===== src/rtl/membus_pkg.sv =====
package membus_pkg;
  typedef struct packed {
    logic eRise;     // next edge raises E
    logic launch;    // external access starts at next edge
    logic isWrite;   // direction of launched access
    logic drvData;   // start driving write data
    logic relData;   // release write data
    logic capExt;    // capture external read data
    logic capInt;    // capture internal read data
  } busStrobe_t;
endpackage


===== src/rtl/membus_ctrl.sv =====
module membus_ctrl
  import membus_pkg::*;
#(
  parameter int AW = 16,
  parameter int unsigned WIN_BASE = 32'hE800,
  parameter int unsigned WIN_SIZE = 6144
) (
  input  logic          clk,
  input  logic          rst_n,
  input  logic          reqValid,
  input  logic          reqWrite,
  input  logic [AW-1:0] reqAddr,
  output logic          eHigh,
  output logic          reqAck,
  output logic          intSel,
  output busStrobe_t    strobe
);
  localparam int unsigned WIN_TOP = WIN_BASE + WIN_SIZE;
  localparam logic [AW:0] WIN_LO = WIN_BASE[AW:0];
  localparam logic [AW:0] WIN_HI = WIN_TOP[AW:0];

  logic cycActive, cycWrite;
  logic inWindow, rdPending, extAck, intAck;

  assign inWindow  = ({1'b0, reqAddr} >= WIN_LO) && ({1'b0, reqAddr} < WIN_HI);
  assign rdPending = cycActive && !cycWrite;
  assign extAck    = rst_n && reqValid && !inWindow && !eHigh;
  assign intAck    = rst_n && reqValid && inWindow && !rdPending;
  assign reqAck    = extAck || intAck;
  assign intSel    = intAck;

  always_comb begin
    strobe.eRise   = rst_n && !eHigh;
    strobe.launch  = extAck;
    strobe.isWrite = reqWrite;
    strobe.drvData = eHigh && cycActive && cycWrite;
    strobe.relData = !eHigh && cycActive && cycWrite;
    strobe.capExt  = !eHigh && rdPending;
    strobe.capInt  = intAck && !reqWrite;
  end

  always_ff @(posedge clk) begin
    if (!rst_n) begin
      eHigh     <= 1'b0;
      cycActive <= 1'b0;
      cycWrite  <= 1'b0;
    end else begin
      eHigh <= !eHigh;
      if (!eHigh) begin
        cycActive <= extAck;
        cycWrite  <= extAck && reqWrite;
      end
    end
  end
endmodule


===== src/rtl/membus_dpath.sv =====
module membus_dpath
  import membus_pkg::*;
#(
  parameter int AW = 16,
  parameter int DW = 8
) (
  input  logic          clk,
  input  logic          rst_n,
  input  busStrobe_t    strobe,
  input  logic [AW-1:0] reqAddr,
  input  logic [DW-1:0] reqWdata,
  input  logic [DW-1:0] busDataIn,
  input  logic [DW-1:0] intRdata,
  output logic [AW-1:0] busAddr,
  output logic          busRnw,
  output logic [DW-1:0] busDataOut,
  output logic          busDataOe,
  output logic          rspValid,
  output logic [DW-1:0] rspData
);
  always_ff @(posedge clk) begin
    if (!rst_n) begin
      busAddr    <= '0;
      busRnw     <= 1'b1;
      busDataOut <= '0;
      busDataOe  <= 1'b0;
      rspValid   <= 1'b0;
      rspData    <= '0;
    end else begin
      if (strobe.eRise) begin
        busRnw <= strobe.launch ? !strobe.isWrite : 1'b1;
        if (strobe.launch) begin
          busAddr    <= reqAddr;
          busDataOut <= reqWdata;
        end
      end
      if (strobe.drvData)      busDataOe <= 1'b1;
      else if (strobe.relData) busDataOe <= 1'b0;
      rspValid <= strobe.capExt || strobe.capInt;
      if (strobe.capExt)      rspData <= busDataIn;
      else if (strobe.capInt) rspData <= intRdata;
    end
  end
endmodule


===== src/rtl/membus_master.sv =====
module membus_master
  import membus_pkg::*;
#(
  parameter int AW = 16,
  parameter int DW = 8,
  parameter int unsigned WIN_BASE = 32'hE800,
  parameter int unsigned WIN_SIZE = 6144
) (
  input  logic          clk,
  input  logic          rst_n,
  input  logic          floatMode,
  input  logic          reqValid,
  input  logic          reqWrite,
  input  logic [AW-1:0] reqAddr,
  input  logic [DW-1:0] reqWdata,
  output logic          reqAck,
  output logic          rspValid,
  output logic [DW-1:0] rspData,
  output logic          intSel,
  input  logic [DW-1:0] intRdata,
  output logic          busE,
  output logic          busRnw,
  output logic [AW-1:0] busAddr,
  output logic          busOe,
  output logic [DW-1:0] busDataOut,
  output logic          busDataOe,
  input  logic [DW-1:0] busDataIn
);
  busStrobe_t strobe;
  logic dataOeRaw;

  membus_ctrl #(.AW(AW), .WIN_BASE(WIN_BASE), .WIN_SIZE(WIN_SIZE)) u_ctrl (
    .clk(clk), .rst_n(rst_n), .reqValid(reqValid), .reqWrite(reqWrite),
    .reqAddr(reqAddr), .eHigh(busE), .reqAck(reqAck), .intSel(intSel),
    .strobe(strobe)
  );

  membus_dpath #(.AW(AW), .DW(DW)) u_dpath (
    .clk(clk), .rst_n(rst_n), .strobe(strobe), .reqAddr(reqAddr),
    .reqWdata(reqWdata), .busDataIn(busDataIn), .intRdata(intRdata),
    .busAddr(busAddr), .busRnw(busRnw), .busDataOut(busDataOut),
    .busDataOe(dataOeRaw), .rspValid(rspValid), .rspData(rspData)
  );

  assign busOe     = !(!rst_n && floatMode);
  assign busDataOe = dataOeRaw && busOe;
endmodule


===== config.mk =====
export PLATFORM = sky130hd
export DESIGN_NAME = membus_master
export DESIGN_NICKNAME = d
export VERILOG_FILES = /design/src/rtl/membus_pkg.sv /design/src/rtl/membus_ctrl.sv /design/src/rtl/membus_dpath.sv /design/src/rtl/membus_master.sv
export SDC_FILE = /design/constraint.sdc
export NUM_CORES = 1
export LEC_CHECK = 0
export BUFFER_PORTS_ARGS = -buffer_cell sky130_fd_sc_hd__buf_2
export CORE_MARGIN = 1.5
export CORE_UTILIZATION = 44
export CTS_CLUSTER_SIZE = 20
export DETAILED_ROUTE_END_ITERATION = 8
export HOLD_SLACK_MARGIN = 0.15
export PLACE_DENSITY = 0.81
export SLEW_MARGIN = 10
export SYNTH_ARGS = -nofsm -noshare
export SYNTH_HDL_FRONTEND = slang
export SYNTH_SLANG_ARGS = --single-unit

===== constraint.sdc =====
create_clock -name clk -period 2.15 [get_ports clk]
set_clock_uncertainty 0.2 [all_clocks]
set_input_delay 0.3225 -clock clk [delete_from_list [all_inputs] [get_ports clk]]
set_output_delay 0.3225 -clock clk [all_outputs]
set_load 0.05 [all_outputs]

== Yosys cells after proc, flatten, opt, wreduce, memory -nomap -nowiden ==
Index checks and enable logic that the tools add are counted.
Operators by class
  magnitude comparators: 1
  reductions and logical operators: 28
  multiplexer cells: 5
Operators by type and width (count)
  greater-or-equal comparator 16 bit, second input constant: 1
  logical AND 1 bit: 16
  two-way mux 8 bit: 2
  logical NOT 1 bit: 7
  nonzero test 2 bit: 2
  two-way mux 1 bit: 3
  logical OR 1 bit: 2
  AND reduction 2 bit: 1
Word-level totals
  output and inout port bits: 39
  input bits: 45
  flip-flop bits (word level): 38
  word-level logic and storage cells: 43

== Logic depth before layout (Yosys ltp) ==
  depth after elaboration: 7
  mapped depth: 6
  mapped depth without buffers: 4

== Modules after synthesis ==
Synthesis repeated with hierarchy kept, for this count alone.
Unflattened totals
  cell total of the unflattened synthesis: 179
  area total of the unflattened synthesis: 1796.7 µm²
By module, submodules not included
  membus_dpath: sequential area each 700.7 µm², instances 1, area an instance 1581.5 µm², cells an instance 153
  membus_ctrl: sequential area each 60.1 µm², instances 1, area an instance 192.7 µm², cells an instance 24
  membus_master: sequential area each 0.0 µm², instances 1, area an instance 22.5 µm², cells an instance 2

== Worst setup path before layout ==
OpenSTA, ideal clock, no wires.
  kind: in2out
  from: input port reqAddr[11]
  to: output port reqAck
  path slack: 74 ps
  arrival time: 1553 ps
  cell stages on the path: 3
  buffers on the path: 0
  required time: 1627 ps
  cell sequence: o2111a_1 -> and3_1 -> nand2b_1
Between the ends
  elaborated cells on any way between the ends: 7
  classes of those cells: order compare: 1; reduce/logical: 6
RTL lines
  start: declaration: RTL line membus_master.sv:14  | input logic [AW-1:0] reqAddr,
  greater-or-equal comparator 16 bit: RTL line membus_ctrl.sv:25  | assign inWindow = ({1'b0, reqAddr} >= WIN_LO) && ({1'b0, reqAddr} < WIN_HI);
  logical AND 1 bit (2 in series): RTL line membus_ctrl.sv:28  | assign intAck = rst_n && reqValid && inWindow && !rdPending;
  net intSel: RTL line membus_master.sv:19  | output logic intSel,
  logical OR 1 bit: RTL line membus_ctrl.sv:29  | assign reqAck = extAck || intAck;
  end: declaration: RTL line membus_master.sv:16  | output logic reqAck,
The timed path passes the listed nets, and every way through them passes these cells.

== Worst setup path in the final report ==
  from: register u_ctrl.eHigh
  to: output port reqAck
Between the ends
  longest elaborated chain between the ends: 3
Ends and longest elaborated chain
  start: declaration: RTL line membus_ctrl.sv:13  | output logic eHigh,
  start signal: assignment: RTL line membus_ctrl.sv:48  | eHigh <= !eHigh;
  logical NOT 1 bit: RTL line membus_ctrl.sv:27  | assign extAck = rst_n && reqValid && !inWindow && !eHigh;
  logical AND 1 bit: RTL line membus_ctrl.sv:27
  logical OR 1 bit: RTL line membus_ctrl.sv:29
Every way passes these cells.

==> flow_summary.yaml <==
route:
  drc_errors: 0
  wl_per_cell_um: 13.2
  via_count: 1638
  ant_nets: 0
  wl_um: 4420
  drt_iter0_markers: 99
  drtPass1Iterations: 4
  via_per_inst: 4.89
power:
  swShare_pct: 28.5
  ir_worst_vdd_uv: 440
  p_clk_share_pct: 30.2
  power_frac_comb_pct: 21.3
  power_frac_seq_pct: 48.5
  power_leakage_nw: 1.11
  p_switching_mw: 0.440
  power.density_nw_per_um2: 640
  internal_power_mw: 1.11
  p_total_mw: 1.55
setup_path:
  arrival_ps: 1480
  critPathKind: "flip-flop to primary output"
  cp_max_fo: 8
  start_kind: "flip-flop"
  end_kind: "primary output"
  ff2ff_setup_slack_ps: 400
  required_ps: 1630
timing:
  slew_headroom_pct: 63.7
  setup-tns-final_ps: 0
  rsz0062_at_grt: "false"
  setup_ws_ps: 151
  setup_viol: 0
  finalHoldViolCount: 0
  worst_pin_slew_ps: 545
  drv_slew: 0
  fin_crit_sh_pct: 93.0
  fmax_mhz: 500
  min_period_ps: 2000
grt:
  grt_pass1_vias: 1623
  grt_pass1_wl_um: 7590
  grt_usage_pct: 24.5
  overflow: 0
  antenna_found_initial: 0
  grt_start_max_net_pins: 27
place:
  post-dp-hpwl_um: 2530
  portBuffers: 83
  place_area_sq_um: 2020
  placement.setup.worst_slack_ps: 285
  place.gp.congestion: 0.676
  dp.cells: 296
logic_synthesis:
  ys.flop_type: "dfxtp_1"
  synth-seq-cells: 38
  yosysSeqAreaShare_pct: 48.9
  postSynthCellCount: 173
  synth_area_sq_um: 1560
  synth.net_count: 218
  yosysWarnings: 0
  synth.distinct_cells: 26
  synth_edf_count: 0
  avgSynthCellArea_sq_um: 9.00
  synthArstFlopShare_pct: 0
floorplanning:
  rows: 21
  die_y_um: 62.5
  fp.dieArea_sq_um: 3900
  core_area_sq_um: 3360
  io_pins: 84
  die_width_um: 62.5
  initial_core_util_pct: 46.3
final_layout:
  finalNetCount: 333
  diodes: 0
  final_cell_count_no_fill: 335
  fill_cells: 252
  regArea_sq_um: 762
  layout-drive-gt1-share_pct: 38.4
  fin_area_sq_um: 2410
  area_growth_pct: 55.1
  multi_input_area_sq_um: 736
run_status:
  outcome: "completed"
clock_network:
  htree_levels: 2
  cts.path.max_buffers: 2
  cts_tree: "yes"
  numCtsBuffers: 5
  clkTransAtPathRegs_ps: 110
  cts.sinks: 38
  clock_latency_ps: 330
  clock-root-buffer: "clkbuf_4"
worst_hold_path:
  hp-class: "primary input to flip-flop"
flow_run:
  drv_cap: 0
[stage by stage]
step	hold slack (ps)	util, %
6_report	169	71.8
3_3_place_gp	239	60.2
5_1_grt	167	71.8
4_1_cts	152	71.7
3_5_place_dp	244	60.2
2_1_floorplan	213	-
[per-layer routing]
layer	track usage [%]	part of all wire (%)	up-vias
met5	0	0	-
met4	8.33	2.1	0
met3	8.65	8.6	12
met2	41.7	47	80
met1	28.6	42	738
li1	-	-	808
[what timing repair did]
action | CTS | global route
setup buffers | 0 | 0
endpoints found under the hold margin | 29 | 0
setup endpoints to repair | 0 | 1
hold buffers | 31 | 0
resized for setup | 0 | 2
[cells by family after synthesis]
logic type      Yosys count  share of synthesized area, %
buf+inv                  12                          3.86
simple gates             77                          23.1
mux                       8                          5.79
flops                    38                          48.9
compound gates           38                          18.4
[cell type report]
cell class,instances,area share (%)
clock inverter,3,1.66
sequential,38,31.6
clock buffer,5,1.55
tap,46,2.38
timing repair buffer,119,32.2
inverter,1,0.155
multi-input combinational,123,30.5
[power by group through the flow]
stage | Clock (mW) | Sequential (mW) | Combinational (mW)
final | 0.466 | 0.750 | 0.330
after global routing | 0.511 | 0.754 | 0.353
after CTS | 0.484 | 0.750 | 0.321
after detailed placement | 0 | 0.766 | 0.278
after global placement | 0 | 0.764 | 0.275
after floorplan | 0 | 0.859 | 0.0938
[state kept, by name, summed over array words and instances (netlist names)]
register,cells
u_dpath.rspValid,1
u_ctrl.eHigh,1
u_ctrl.cycWrite,1
u_dpath.busDataOut,8
u_ctrl.cycActive,1
u_dpath.busDataOe,1
u_dpath.busAddr,16
u_dpath.busRnw,1
u_dpath.rspData,8
[cell usage in the layout (no fill, tap or decap), types with 6 or more instances in the layout]
cell type and instances:
a21boi_0 17, a21boi_1 6, buf_2 82, clkbuf_4 6, dfxtp_1 37, dlygate4sd3_1 31
mux2_2 7, nand2_1 54, nand3_1 9, o21ai_1 8
[synthesized netlist by cell type, types with 2 or more instances]
library cell	count	area share, %
a21boi_0	17	8.2
o221a_2	3	2.2
o21ai_1	8	2.6
nor2b_1	3	1.2
buf_2	3	0.96
and2_1	2	0.80
clkbuf_1	5	1.2
buf_4	3	1.4
mux2_2	7	5.1
a21boi_1	6	2.9
nand2_1	54	13
nand3_1	9	2.9
dfxtp_1	38	49
nand2b_1	3	1.2
[worst max-delay path: stages, from the launching register on]
cell,delay [ps]
dfxtp_2,390
nand3b_4,210
or2_0,230
nand2b_1,90
clkbuf_4,230
[path summary, 6_finish.rpt]
kind	cells past startpoint	start	endpoint
hold / removal	4	busDataIn[1]	u_dpath.rspData[1]
setup / recovery	4	u_ctrl.eHigh	reqAck
hold reg to reg	2	u_dpath.busAddr[4]	u_dpath.busAddr[4]
setup reg to reg	4	u_ctrl.cycActive	u_dpath.rspData[3]
(Power assumes the default switching activity.)
